<file path="src/rtl/scl_gen_pkg.sv">
package scl_gen_pkg;

  typedef enum logic [1:0] {
    PH_IDLE = 2'd0,
    PH_LOW  = 2'd1,
    PH_HIGH = 2'd2
  } phase_e;

  // fixed per-phase extension, set by the prescale value
  function automatic logic [2:0] phase_offset(input int unsigned psc);
    if (psc == 0)      return 3'd7;
    else if (psc == 1) return 3'd6;
    else               return 3'd5;
  endfunction

endpackage

</file>
<file path="src/rtl/scl_psc_tick.sv">
module scl_psc_tick #(
  parameter int unsigned PSC_W = 8
) (
  input  logic             clk_i,
  input  logic             rst_ni,
  input  logic             active_i,
  input  logic [PSC_W-1:0] div_i,
  output logic             tick_o
);

  logic [PSC_W-1:0] cnt_q;
  logic             wrap;

  assign wrap   = (cnt_q == div_i);
  assign tick_o = active_i & wrap;

  always_ff @(posedge clk_i or negedge rst_ni) begin
    if (!rst_ni)       cnt_q <= '0;
    else if (!active_i) cnt_q <= '0;
    else if (wrap)     cnt_q <= '0;
    else               cnt_q <= cnt_q + 1'b1;
  end


  psc_cnt_bound_chk: assert property (@(posedge clk_i) disable iff (!rst_ni)
    active_i |-> cnt_q <= div_i);


  psc_idle_clear_chk: assert property (@(posedge clk_i) disable iff (!rst_ni)
    !active_i |=> cnt_q == '0);

endmodule

</file>
<file path="src/rtl/scl_phase_ctl.sv">
module scl_phase_ctl
  import scl_gen_pkg::*;
#(
  parameter int unsigned PSC_W = 8,
  parameter int unsigned CNT_W = 16
) (
  input  logic             clk_i,
  input  logic             rst_ni,
  input  logic             run_i,
  input  logic             tick_i,
  input  logic [PSC_W-1:0] psc_i,
  input  logic [CNT_W-1:0] low_i,
  input  logic [CNT_W-1:0] high_i,
  output phase_e           phase_o,
  output logic [PSC_W-1:0] psc_q_o
);

  localparam int unsigned LIM_W = CNT_W + 1;

  phase_e           state_q, state_d;
  logic [LIM_W-1:0] cnt_q, cnt_d;
  logic [PSC_W-1:0] psc_q;
  logic [CNT_W-1:0] low_q, high_q;
  logic [2:0]       offs;
  logic [LIM_W-1:0] low_lim, high_lim;
  logic             load;

  assign offs     = phase_offset(int'(psc_q));
  assign low_lim  = {1'b0, low_q}  + LIM_W'(offs) - 1'b1;
  assign high_lim = {1'b0, high_q} + LIM_W'(offs) - 1'b1;

  always_comb begin
    state_d = state_q;
    cnt_d   = cnt_q;
    load    = 1'b0;
    if (!run_i) begin
      state_d = PH_IDLE;
      cnt_d   = '0;
    end else begin
      unique case (state_q)
        PH_IDLE: begin
          state_d = PH_LOW;
          cnt_d   = '0;
          load    = 1'b1;
        end
        PH_LOW: if (tick_i) begin
          if (cnt_q == low_lim) begin
            state_d = PH_HIGH;
            cnt_d   = '0;
          end else begin
            cnt_d = cnt_q + 1'b1;
          end
        end
        PH_HIGH: if (tick_i) begin
          if (cnt_q == high_lim) begin
            state_d = PH_LOW;
            cnt_d   = '0;
            load    = 1'b1;
          end else begin
            cnt_d = cnt_q + 1'b1;
          end
        end
        default: begin
          state_d = PH_IDLE;
          cnt_d   = '0;
        end
      endcase
    end
  end

  always_ff @(posedge clk_i or negedge rst_ni) begin
    if (!rst_ni) begin
      state_q <= PH_IDLE;
      cnt_q   <= '0;
      psc_q   <= '0;
      low_q   <= '0;
      high_q  <= '0;
    end else begin
      state_q <= state_d;
      cnt_q   <= cnt_d;
      if (load) begin
        psc_q  <= psc_i;
        low_q  <= low_i;
        high_q <= high_i;
      end
    end
  end

  assign phase_o = state_q;
  assign psc_q_o = psc_q;


  stop_to_idle_chk: assert property (@(posedge clk_i) disable iff (!rst_ni)
    !run_i |=> state_q == PH_IDLE);


  start_low_chk: assert property (@(posedge clk_i) disable iff (!rst_ni)
    (state_q == PH_IDLE && run_i) |=> state_q == PH_LOW);


  cfg_hold_chk: assert property (@(posedge clk_i) disable iff (!rst_ni)
    (state_q == PH_LOW) |=> ($stable(low_q) && $stable(high_q) && $stable(psc_q)));


  low_bound_chk: assert property (@(posedge clk_i) disable iff (!rst_ni)
    (state_q == PH_LOW) |-> cnt_q <= low_lim);


  high_bound_chk: assert property (@(posedge clk_i) disable iff (!rst_ni)
    (state_q == PH_HIGH) |-> cnt_q <= high_lim);

endmodule

</file>
<file path="src/rtl/scl_range_chk.sv">
module scl_range_chk #(
  parameter int unsigned PSC_W  = 8,
  parameter int unsigned CLK_HZ = 100_000_000,
  parameter int unsigned MIN_HZ = 6_700_000,
  parameter int unsigned MAX_HZ = 13_300_000
) (
  input  logic [PSC_W-1:0] psc_i,
  output logic             err_o
);

  logic [63:0] div, lo_bound, hi_bound;

  // rate = CLK_HZ / div; compare by cross-multiplying to avoid a divider
  always_comb begin
    div      = 64'(psc_i) + 64'd1;
    lo_bound = 64'(MIN_HZ) * div;
    hi_bound = 64'(MAX_HZ) * div;
    err_o    = (64'(CLK_HZ) < lo_bound) || (64'(CLK_HZ) > hi_bound);
  end

endmodule

</file>
<file path="src/rtl/scl_clkgen.sv">
module scl_clkgen
  import scl_gen_pkg::*;
#(
  parameter int unsigned CLK_HZ = 100_000_000,
  parameter int unsigned MIN_HZ = 6_700_000,
  parameter int unsigned MAX_HZ = 13_300_000,
  parameter int unsigned PSC_W  = 8,
  parameter int unsigned CNT_W  = 16
) (
  input  logic             clk_i,
  input  logic             rst_ni,
  input  logic             en_i,
  input  logic             master_i,
  input  logic [PSC_W-1:0] psc_i,
  input  logic [CNT_W-1:0] low_cnt_i,
  input  logic [CNT_W-1:0] high_cnt_i,
  output logic             scl_oe_o,
  output logic             scl_o,
  output logic             tick_o,
  output logic             range_err_o
);

  logic             run;
  logic             tick;
  phase_e           phase;
  logic [PSC_W-1:0] psc_q;

  assign run = en_i & master_i;

  scl_phase_ctl #(.PSC_W(PSC_W), .CNT_W(CNT_W)) u_phase (
    .clk_i   (clk_i),
    .rst_ni  (rst_ni),
    .run_i   (run),
    .tick_i  (tick),
    .psc_i   (psc_i),
    .low_i   (low_cnt_i),
    .high_i  (high_cnt_i),
    .phase_o (phase),
    .psc_q_o (psc_q)
  );

  scl_psc_tick #(.PSC_W(PSC_W)) u_psc (
    .clk_i    (clk_i),
    .rst_ni   (rst_ni),
    .active_i (phase != PH_IDLE),
    .div_i    (psc_q),
    .tick_o   (tick)
  );

  scl_range_chk #(
    .PSC_W(PSC_W), .CLK_HZ(CLK_HZ), .MIN_HZ(MIN_HZ), .MAX_HZ(MAX_HZ)
  ) u_range (
    .psc_i (psc_i),
    .err_o (range_err_o)
  );

  assign scl_o    = (phase != PH_LOW);
  assign scl_oe_o = (phase == PH_LOW);
  assign tick_o   = tick;


  idle_release_chk: assert property (@(posedge clk_i) disable iff (!rst_ni)
    !run |=> (scl_o && !scl_oe_o && !tick_o));

endmodule

</file>
<file path="config.mk">
export PLATFORM = sky130hd
export DESIGN_NAME = scl_clkgen
export DESIGN_NICKNAME = d
export VERILOG_FILES = /design/src/rtl/scl_gen_pkg.sv /design/src/rtl/scl_psc_tick.sv /design/src/rtl/scl_phase_ctl.sv /design/src/rtl/scl_range_chk.sv /design/src/rtl/scl_clkgen.sv
export SDC_FILE = /design/constraint.sdc
export NUM_CORES = 1
export LEC_CHECK = 0
export BUFFER_PORTS_ARGS = -buffer_cell sky130_fd_sc_hd__clkbuf_2
export CAP_MARGIN = 40
export CELL_PAD_IN_SITES_DETAIL_PLACEMENT = 2
export CELL_PAD_IN_SITES_GLOBAL_PLACEMENT = 2
export CORE_ASPECT_RATIO = 0.6
export CORE_UTILIZATION = 40
export CTS_CLUSTER_DIAMETER = 60
export DETAILED_ROUTE_END_ITERATION = 7
export PLACE_DENSITY = 0.8
export SYNTH_ARGS = -nofsm -noshare
export SYNTH_HDL_FRONTEND = slang
export SYNTH_SLANG_ARGS = --single-unit
</file>
<file path="constraint.sdc">
create_clock -name clk_i -period 9.5 [get_ports clk_i]
set_input_delay 1.425 -clock clk_i [delete_from_list [all_inputs] [get_ports clk_i]]
set_output_delay 1.425 -clock clk_i [all_outputs]
set_load 0.03 [all_outputs]
</file>
==> reports/summary.md, run 1 <==
• **final period utilization** 96.36%
• **Most used DFF post-synth** dfrtp_1
• **synthesized instance count** 1135
• **Initial Util** 41.06%
• **routed len/inst** 24.17 um
• **top cell family by delay on the critical path** adder cells
• **register share of total power** 11.9%
• **violations in the final reports** design-rule violations
• **post-route clock skew** 13.04 ps
• **HPWL Detailed** 29790 um
• **top cells by area in the synthesized netlist** dfrtp_1 (17%), fa_1 (16%), ha_1 (15%)
• **main combinational cell family by area after synthesis** adder cells
• **global-route congestion overflow total** 0
• **Initial DRT Pass Iterations** 7
• **transition time at the pin with the least slew margin** 882.9 ps
• **Switching Fraction** 52.83%
• **Final Setup Violations** 0
• **most common library cell in the layout ignoring fill and taps** inv_1
• **arrival time of data at the critical path endpoint** 7730 ps
• **Clock Pin Slew Worst Setup and Hold Paths** 50 ps
• **synthesized-area fraction occupied by ao, oa, aoi and oai cells** 15.11%
• **Root Driver** clkbuf_16
• **mux contribution to synthesized area** 5.710%
• **most frequent cells in the layout** inv_1 (195), ha_1 (121), fa_1 (82)
• **overall via count from detail_route** 8787
• **number of enable flip-flop cells after synthesis** 0
• **Die W** 206.3 um
• **Mapped Avg Cell Area** 8.822 um2
• **Crit Path Class** in -> out
• **cts bufs inserted** 9
• **# fillers** 2709
• **post-detailed-placement cell area** 0.01072 mm2
• **parity-gate share of the synthesized area counting xor and xnor cells** 7.260%
• **buffer depth of the longest clock path** 2
• **net total in the final layout** 1438
• **status** finished, violations left
• **cell area after layout** 0.01106 mm2
• **total number of yosys warnings** 0
• **later-pin clock latency in the skew report** 350 ps
• **data required time at the worst endpoint** 8080 ps
• **cell-internal power** 1.566 mW
• **vias in the first global route** 9843
• **Core Rows** 44
• **post-synthesis share of cell area spent on and, or, nand and nor gates** 14.61%
• **shortest period the worst path allows** 9155 ps
• **kind of start point of the critical path** input port
• **Total Power** 3.320 mW
• **crit path buf inv count** 7
• **max-cap violations** 0
• **dominant cell type by area after synthesis** dfrtp_1
• **num ports** 48
• **critical path's slowest cell** fa_1
• **flip-flop and latch count after synthesis** 67
• **number of distinct library cell variants in the gate-level netlist after synthesis** 77
• **detail-routed via count per cell** 5.796
• **endpoints failing hold** 0
• **Die Height** 124.6 um
• **Final Hold Slack** 519.1 ps
• **share of power burned in the clock network** 10.4%
• **maximum fanout count along the critical path** 10
• **max-slew headroom at the worst pin** 40.69%
• **first-pass GRT wire length** 58350 um
• **count of hold-fix buffers inserted at cts** 0
• **sink count of the clock tree** 67
• **post-synthesis net count** 1384
• **Max Freq** 109.2 MHz
• **part of the Yosys area used for sequential elements** 16.74%
• **total global routing track utilization** 29.92%
• **number of design-rule violations left by the first detailed-router iteration** 549
• **worst ir drop on vdd** 0.0001304 V
• **share of flip-flops with an asynchronous set or reset after synthesis** 100.0%
• **Comb pwr share** 77.7%
• **Final GP Congestion** 0.8875
• **antenna violations before repair** 1
• **post-cts sizing count** 0
• **number of H-tree branching levels** 3
• **number of nets still failing antenna checks after routing** 0
• **total length of routed wires** 36640 um
• **Post-CTS Setup Repair Bufs** 0
• **Adder-Cell Fraction of Synth Area** 31.76%
• **Net Switching** 1.754 mW
• **remaining design rule violation count** 12
• **type of element capturing the critical path** primary output
• **standard cell core area** 0.02439 mm2
• **CTS tree** yes
• **Worst path max stage delay** 550 ps
• **CP Cell Sequence** clkbuf_2, nand3_1, nor2_1, xor2_1, inv_1, fa_1, inv_1, fa_1, inv_1, fa_1, fa_1, inv_1, ha_1, nor3_1, a22oi_1, o32ai_1, buf_4, xnor2_1, a31oi_1, o21ai_0, a41oi_1, o221a_2, o211ai_1, clkbuf_2
• **Leakage Power** 5.373 nW
• **type of the most critical hold path** reg -> reg
• **pin count of the biggest net entering global routing** 46
• **IO buf count** 47
• **synthesis-to-layout area growth** 10.43%
• **share of layout cells above drive strength 1** 12.57%
• **Mapped Area** 0.01001 mm2
• **proportion of netlist area held by the largest area contributor** 16.74%
• **Slew Viols, Final** 0
• **area of the die** 0.02569 mm2
• **total power per unit cell area** 300.3 mW/mm2
synth_stat cells, drive strengths merged (5+ instances only):
master	count
inv	198
ha	123
fa	82
dfrtp	67
a21oi	66
nor2	53
o21ai	48
nand2	47
xor2	44
mux2	41
nand3	40
xnor2	39
a21o	22
a31oi	22
and3	21
nand4	19
clkbuf	16
nor3	16
nand2b	12
a211oi	11
buf	11
mux2i	11
nor4	10
or2b	9
or3	9
nor2b	7
o211ai	7
o21a	7
and2	5
routing by layer:
layer  vias to the layer above  routed length (um)  global-route usage, %
met3                        39                1706                  6.018
met2                       182               15660                  44.10
met1                      4554               18900                  45.28
met5                         -                   0                      0
met4                         0                 375                  4.758
li1                       4012                   -                      -
layout make-up:
type,instances,area (um2),area share (%)
clock buffers,13,260.3,2.353
flip-flops and latches,67,1677,15.16
clock inverters,2,35.03,0.3168
well taps,322,402.9,3.643
diodes,1,2.502,0.02263
multi-input cells,843,7505,67.87
inverters,198,743.2,6.721
repair buffers,70,432.9,3.915
power groups by stage:
| stage | logic, mW | registers (mW) | clock network, mW |
|---|---|---|---|
| after floorplan | 1.79 | 0.370 | 0 |
| after global placement | 2.37 | 0.392 | 0 |
| after detailed placement | 2.50 | 0.397 | 0 |
| after CTS | 2.53 | 0.393 | 0.350 |
| after global routing | 2.87 | 0.402 | 0.361 |
| final | 2.58 | 0.395 | 0.345 |
worst register-to-register path, delay by kind of cell, from the launching register on:
family          cells  cell delay, ps
buf+inv             2             550
fa+ha+maj           3             910
mux                 1             450
flops               1             410
simple gates        8            2470
compound gates      2             840
xor+xnor            1             130
cell families (layout without fill, tap and decap cells):
logic type                 count (synthesis)  in the layout
buffers and inverters                    225            283
AOI/OAI and AO/OA                        232            232
other                                      0              1
DFF                                       67             67
xor gates and xnor gates                  83             83
and+or+nand+nor                          271            271
muxes                                     52             52
adders and majority gates                205            205
registers in the layout, summed over array words and instances (netlist names):
name             count
u_phase.cnt_q       17
u_phase.high_q      16
u_phase.low_q       16
u_phase.psc_q_o      8
u_psc.cnt_q          8
u_phase.phase_o      2
metrics by stage:
stage	setup WS [ps]	setup TNS (ps)	util [%]	std cells
global placement	421.5	0	43.77	1497
detailed placement	108.4	0	43.96	1500
finish	345.3	0	45.34	1516
floorplan	661.6	0	-	1135
CTS	95.57	0	45.17	1515
global route	-1.030	-1.030	45.33	1515
path summary, 6_finish.rpt:
| check | from | endpoint | slack [ps] | cells past startpoint |
|---|---|---|---|---|
| max in group asynchronous | rst_ni | u_phase.high_q[1]$_DFFE_PN0P_ | 7840 | 3 |
| max | psc_i[1] | range_err_o | 350 | 24 |
| min reg2reg | u_phase.high_q[0]$_DFFE_PN0P_ | u_phase.high_q[0]$_DFFE_PN0P_ | 520 | 1 |
| min in group asynchronous | rst_ni | u_psc.cnt_q[4]$_DFF_PN0_ | 1080 | 2 |
| min | u_phase.high_q[0]$_DFFE_PN0P_ | u_phase.high_q[0]$_DFFE_PN0P_ | 520 | 1 |
| max reg2reg | u_phase.psc_q_o[2]$_DFFE_PN0P_ | u_phase.high_q[14]$_DFFE_PN0P_ | 3610 | 17 |
Power figures use the tool's default switching activity.
==> inputs of run 2 (changes only) <==
--- a/config.mk
+++ b/config.mk
@@ -10,10 +10,12 @@
 export CELL_PAD_IN_SITES_DETAIL_PLACEMENT = 2
 export CELL_PAD_IN_SITES_GLOBAL_PLACEMENT = 2
 export CORE_ASPECT_RATIO = 0.6
-export CORE_UTILIZATION = 40
+export CORE_UTILIZATION = 41
 export CTS_CLUSTER_DIAMETER = 60
 export DETAILED_ROUTE_END_ITERATION = 7
-export PLACE_DENSITY = 0.8
+export PLACE_DENSITY = 0.82
+export SKIP_LAST_GASP = 1
 export SYNTH_ARGS = -nofsm -noshare
 export SYNTH_HDL_FRONTEND = slang
+export SYNTH_HIERARCHICAL = 1
 export SYNTH_SLANG_ARGS = --single-unit
==> reports/summary.md, run 2 <==
• **uppermost routed layer** met4
• **register share of total power** 11.6%
• **most instantiated library cell after synthesis** inv_1
• **top cell family by delay on the critical path** adder cells
• **part of the Yosys area used for sequential elements** 15.79%
• **data required time at the worst endpoint** 8080 ps
• **unrepaired setup endpoints after global routing** false
• **number of flip-flops under the largest register name** 17
• **worst reg2reg path endpoint** u_phase/low_q[11]$_DFFE_PN0P_
• **Final GP Congestion** 0.9013
• **synthesized instance count** 1195
• **total global routing track utilization** 30.50%
• **Setup TNS** 0 ps
• **top cells by area in the synthesized netlist** fa_1 (16%), dfrtp_1 (16%), ha_1 (14%)
• **vias in the first global route** 10386
• **Post-CTS Setup Repair Bufs** 0
• **Slew Viols, Final** 0
• **capture endpoint of the worst hold path** u_phase/high_q[1]$_DFFE_PN0P_
• **cell-internal power** 1.680 mW
• **max-cap violations** 0
• **most frequent cells in the layout** inv_1 (199), ha_1 (122), fa_1 (84)
• **Worst path most repeated cell** fa_1
• **final period utilization** 98.11%
• **net total in the final layout** 1476
• **shortest period the worst path allows** 9320 ps
• **largest registers ranked by flip-flop count** u_phase/cnt_q (17), u_phase/high_q (16), u_phase/low_q (16)
• **post-synthesis net count** 1445
• **Total Power** 3.664 mW
• **number of design-rule violations left by the first detailed-router iteration** 625
• **number of distinct library cell variants in the gate-level netlist after synthesis** 93
• **worst ir drop on vdd** 0.0001687 V
• **count of cells along the worst register-to-register path** 15
• **status** complete, no violations
• **launch point of the worst hold path** u_phase/high_q[1]$_DFFE_PN0P_
• **Multi-input gate area** 0.007993 mm2
• **total power per unit cell area** 318.6 mW/mm2
• **proportion of netlist area held by the largest area contributor** 15.84%
• **dominant cell type by area after synthesis** fa_1
• **share of power burned in the clock network** 9.1%
• **num ports** 48
• **pin count of the biggest net entering global routing** 59
• **number of H-tree branching levels** 3
• **Most flops, register** u_phase/cnt_q
• **arrival time of data at the critical path endpoint** 7900 ps
• **standard cell core area** 0.02534 mm2
• **remaining design rule violation count** 0
• **later-pin clock latency in the skew report** 350 ps
• **share of layout cells above drive strength 1** 13.34%
• **Core Rows** 45
• **transition time at the pin with the least slew margin** 873.7 ps
• **Clock Pin Slew Worst Setup and Hold Paths** 60 ps
• **maximum fanout count along the critical path** 8
• **first-pass GRT wire length** 62140 um
• **kind of start point of the critical path** input port
• **antenna violations before repair** 2
• **Initial Util** 41.91%
• **CP Cell Sequence** clkbuf_2, ha_1, nand3_1, nor2_2, and3_2, inv_1, fa_1, inv_2, fa_1, inv_1, fa_1, fa_1, inv_1, ha_1, a21oi_2, o211ai_1, a21oi_2, o211ai_2, xor2_1, or4_1, a221oi_2, o211ai_1, clkbuf_2
• **max-slew headroom at the worst pin** 41.27%
• **endpoints failing hold** 0
• **HPWL Detailed** 32070 um
• **Root Driver** clkbuf_16
• **post-route clock skew** 6.362 ps
• **Worst path max stage delay** 560 ps
• **detail-routed via count per cell** 6.098
• **Switching Fraction** 54.15%
• **share of flip-flops with an asynchronous set or reset after synthesis** 100.0%
• **overall via count from detail_route** 9513
• **Die W** 209.8 um
• **Final Hold Slack** 521.3 ps
• **# fillers** 2807
• **sink count of the clock tree** 67
• **Max Freq** 107.3 MHz
• **Mapped Avg Cell Area** 8.886 um2
• **type of element capturing the critical path** primary output
• **type of the most critical hold path** reg -> reg
• **cts bufs inserted** 9
• **CTS tree** yes
• **met1 WL** 19480 um
• **most common library cell in the layout ignoring fill and taps** inv_1
• **total length of routed wires** 39340 um
• **total length of routed met3 wires** 1868 um
• **Most used DFF post-synth** dfrtp_1
• **buffer depth of the longest clock path** 2
• **worst hold path cell count** 1
• **Die Height** 126.7 um
• **critical path's slowest cell** fa_1
• **Mapped Area** 0.01062 mm2
• **start of the worst register-to-register path** u_phase/psc_q_o[6]$_DFFE_PN0P_
• **worst reg-to-reg setup slack** 4030 ps
• **crit path buf inv count** 6
• **routed len/inst** 25.22 um
• **most numerous cell types in the synthesized netlist** inv_1 (201), ha_1 (122), fa_1 (84), dfrtp_1 (67), nand2_1 (66)
• **area of the die** 0.02657 mm2
• **Leakage Power** 5.516 nW
• **Crit Path Class** in -> out
• **Comb pwr share** 79.2%
• **Net Switching** 1.984 mW
• **flip-flop and latch count after synthesis** 67
• **Initial DRT Pass Iterations** 5
• **global-route congestion overflow total** 0
• **number of nets still failing antenna checks after routing** 0
• **Final Setup Violations** 0
• **total number of yosys warnings** 6
• **number of enable flip-flop cells after synthesis** 0
• **IO buf count** 47
• **detailed route wirelength on metal2** 17270 um
• **synthesis-to-layout area growth** 8.283%
• **storage element area** 0.001677 mm2
## run 2: cell types whose count changed after synthesis, sizes merged, moves of 10 or more
cell	previous run	this run
o21ai	48	37
a21oi	66	35
nand2	47	67
xnor2	39	29
nor3	16	31
nor2	53	39
buf	11	23
## run 2: area by class of cell
cell class	count	share of cell area, %
antenna	2	0.04353
clock buffer	11	2.111
clock inverter	3	0.3482
inverter	201	6.561
multi-input combinational	884	69.51
sequential	67	14.58
tap	329	3.580
timing repair buffer	63	3.264
## run 2: worst max path at each step
stage | from | to | cells past startpoint
2_1_floorplan | psc_i[0] | range_err_o | 23
3_3_place_gp | psc_i[1] | range_err_o | 23
3_5_place_dp | psc_i[1] | range_err_o | 23
4_1_cts | psc_i[0] | range_err_o | 23
5_1_grt | psc_i[0] | range_err_o | 23
6_report | psc_i[0] | range_err_o | 23
## run 2: logic make-up after synthesis
family,count (synthesis),synth area share (%)
simple gates,307,15.92
compound gates,251,17.39
buf+inv,244,9.403
fa+ha+maj,206,30.21
xor+xnor,71,6.139
flops,67,15.79
mux,49,5.149
## run 2: timing repair
| item | CTS | global route |
|---|---|---|
| setup endpoints to repair | 1 | 1 |
| pin swaps | 0 | 1 |
| hold buffers | 0 | 0 |
| resized for setup | 2 | 10 |
## run 2: stage by stage
step | utilization, % | worst slack (ps) | area (um2) | std cells
finish | 45.38 | 179.9 | 11500 | 1560
global route | 45.38 | 28.40 | 11500 | 1560
CTS | 45.24 | 13.10 | 11460 | 1558
detailed placement | 44.10 | 38.45 | 11170 | 1544
global placement | 44.00 | 386.0 | 11150 | 1543
floorplan | - | 728.2 | 10620 | 1195
## run 2: routing by layer
layer  vias to the layer above  GRT usage (%)
met5                         -              0
met4                         0          7.342
met3                        55          4.358
met2                       255          46.41
met1                      4928          45.26
li1                       4275              -
## run 2: worst reg2reg max path, delay by kind of cell (launching register included)
| family | cells | cell delay, ps |
|---|---|---|
| compound gates | 2 | 560 |
| flops | 1 | 430 |
| simple gates | 7 | 2650 |
| mux | 1 | 370 |
| buf+inv | 2 | 380 |
| fa+ha+maj | 3 | 960 |
## run 2: power by group through the flow
stage / Combinational [mW] / Sequential, mW / Clock, mW
detailed placement: 2.82 / 0.427 / 0
global route: 3.21 / 0.435 / 0.354
finish: 2.90 / 0.426 / 0.335
floorplan: 2.09 / 0.388 / 0
global placement: 2.65 / 0.420 / 0
CTS: 2.86 / 0.423 / 0.343
==> inputs of run 3 (changes only) <==
--- a/config.mk
+++ b/config.mk
@@ -10,10 +10,10 @@
 export CELL_PAD_IN_SITES_DETAIL_PLACEMENT = 2
 export CELL_PAD_IN_SITES_GLOBAL_PLACEMENT = 2
 export CORE_ASPECT_RATIO = 0.6
-export CORE_UTILIZATION = 41
+export CORE_UTILIZATION = 37
 export CTS_CLUSTER_DIAMETER = 60
 export DETAILED_ROUTE_END_ITERATION = 7
-export PLACE_DENSITY = 0.82
+export PLACE_DENSITY = 0.78
 export SKIP_LAST_GASP = 1
 export SYNTH_ARGS = -nofsm -noshare
 export SYNTH_HDL_FRONTEND = slang
==> constraint.sdc (replaced) <==
create_clock -name clk_i -period 7.6 [get_ports clk_i]
set_input_delay 1.14 -clock clk_i [delete_from_list [all_inputs] [get_ports clk_i]]
set_output_delay 1.14 -clock clk_i [all_outputs]
set_load 0.03 [all_outputs]
==> reports/summary.md, run 3 (synthesis gave the netlist of run 2 again) <==
• **status** finished, violations left
• **violations in the final reports** design-rule violations, negative setup slack
• **remaining design rule violation count** 4
• **shortest period the worst path allows** 8618 ps
• **Die Height** 133.2 um
• **kind of start point of the critical path** input port
• **# fillers** 2945
• **maximum fanout count along the critical path** 9
• **critical path's slowest cell** fa_1
• **share of layout cells above drive strength 1** 28.82%
• **Initial Util** 38.10%
• **critical path depth in cells** 27
• **worst ir drop on vdd** 0.0002074 V
• **total length of routed wires** 63970 um
• **Setup TNS** -1018 ps
• **antenna violations before repair** 1
• **least setup slack across all paths after layout** -1018 ps
• **detail-routed via count per cell** 6.756
• **most common library cell in the layout ignoring fill and taps** inv_1
• **cts bufs inserted** 9
• **Leakage Power** 6.420 nW
• **Final GP Congestion** 0.9635
• **transition time at the pin with the least slew margin** 943.6 ps
• **number of flip-flops under the largest register name** 17
• **count of cells along the worst register-to-register path** 15
• **synthesis-to-layout area growth** 26.90%
• **CTS tree** yes
• **Max Freq** 116.0 MHz
• **Core Rows** 47
• **Worst path most repeated cell** inv_1
• **HPWL Detailed** 37680 um
• **number of H-tree branching levels** 3
• **Root Driver** clkbuf_16
• **max-slew headroom at the worst pin** 36.57%
• **vias in the first global route** 12706
• **post-route clock skew** 16.18 ps
• **Most flops, register** u_phase/cnt_q
• **top cell family by delay on the critical path** adder cells
• **Slew Viols, Final** 0
• **largest registers ranked by flip-flop count** u_phase/cnt_q (17), u_phase/high_q (16), u_phase/low_q (16)
• **IO buf count** 47
• **final period utilization** 113.4%
• **area of the die** 0.02940 mm2
• **number of design-rule violations left by the first detailed-router iteration** 1202
• **overall via count from detail_route** 11910
• **Final Hold Slack** 539.0 ps
• **total global routing track utilization** 38.93%
• **global-route congestion overflow total** 0
• **total power per unit cell area** 533.9 mW/mm2
• **pin count of the biggest net entering global routing** 60
• **max-cap violations** 0
• **most frequent cells in the layout** inv_1 (190), buf_4 (168), ha_1 (107)
• **count of hold-fix buffers inserted at cts** 0
• **worst hold path cell count** 1
• **unrepaired setup endpoints after global routing** true
• **later-pin clock latency in the skew report** 370 ps
• **Final Setup Violations** 1
• **data required time at the worst endpoint** 6460 ps
• **net total in the final layout** 1641
• **crit path buf inv count** 11
• **routed len/inst** 36.28 um
• **endpoints failing hold** 0
• **Crit Path Class** in -> out
• **Worst path max stage delay** 840 ps
• **first-pass GRT wire length** 84620 um
• **Die W** 220.7 um
• **sink count of the clock tree** 67
• **num ports** 48
• **number of nets still failing antenna checks after routing** 0
• **Initial DRT Pass Iterations** 7
• **arrival time of data at the critical path endpoint** 7480 ps
• **buffer depth of the longest clock path** 2
• **Clock Pin Slew Worst Setup and Hold Paths** 60 ps
• **type of the most critical hold path** reg -> reg
• **type of element capturing the critical path** primary output
• **standard cell core area** 0.02787 mm2
==> run 3: cell types whose count changed in the layout (fill, tap and decap cells not counted), moves of 7 or more <==
| cell | delta |
|---|---|
| buf_4 | +153 |
| ha_1 | -15 |
| ha_4 | +11 |
| buf_6 | +10 |
| inv_1 | -9 |
| a21oi_1 | -7 |
| fa_1 | -7 |
| fa_2 | +7 |
| inv_2 | +7 |
==> run 3: stage by stage <==
stage | setup WS, ps | util, % | cell area [um2] | cells | total power, mW
finish | -1018 | 48.34 | 13480 | 1763 | 7.194
global route | -1031 | 48.33 | 13470 | 1762 | 7.336
floorplan | 16.30 | - | 10660 | 1195 | 3.124
CTS | -237.2 | 47.59 | 13260 | 1761 | 6.046
global placement | -331.9 | 44.18 | 12310 | 1723 | 4.611
detailed placement | -757.0 | 44.28 | 12340 | 1724 | 5.049
==> run 3: routing by layer <==
metal	vias to the layer above	GRT usage [%]	share of wire [%]
met1	6013	51.44	39
met5	-	0	0.022
met4	2	14.88	6.9
met3	352	8.037	10
met2	946	62.26	44
li1	4597	-	-
==> run 3: final timing paths <==
kind                       slack (ps)                      startpoint                            end
setup / recovery                -1020                        psc_i[0]                    range_err_o
hold / removal                    540   u_phase/high_q[0]$_DFFE_PN0P_  u_phase/high_q[0]$_DFFE_PN0P_
hold reg to reg                   540   u_phase/high_q[0]$_DFFE_PN0P_  u_phase/high_q[0]$_DFFE_PN0P_
max in group asynchronous        6330                          rst_ni  u_phase/high_q[7]$_DFFE_PN0P_
min in group asynchronous         690                          rst_ni   u_phase/low_q[8]$_DFFE_PN0P_
setup reg to reg                 1280  u_phase/psc_q_o[3]$_DFFE_PN0P_  u_phase/high_q[1]$_DFFE_PN0P_
==> run 3: repair_timing <==
action | CTS | global route
buffers inserted | 23 | 3
endpoints found under the setup margin | 1 | 1
resized for setup | 84 | 42
pin swaps | 46 | 39
==> run 3: cell type report <==
type	instances	area (um2)	share of cell area, %
multi-input combinational	884	8543	63.40
timing repair buffer	228	1715	12.73
sequential	67	1677	12.44
inverter	201	764.5	5.673
tap	367	459.2	3.408
clock buffer	14	284.0	2.108
clock inverter	1	30.03	0.2228
antenna	1	2.502	0.01857
==> run 3: power by group <==
part / internal (mW) / switching (mW) / total [mW]
Sequential: 0.420 / 0.130 / 0.550
Clock: 0.289 / 0.187 / 0.476
Combinational: 2.42 / 3.75 / 6.17
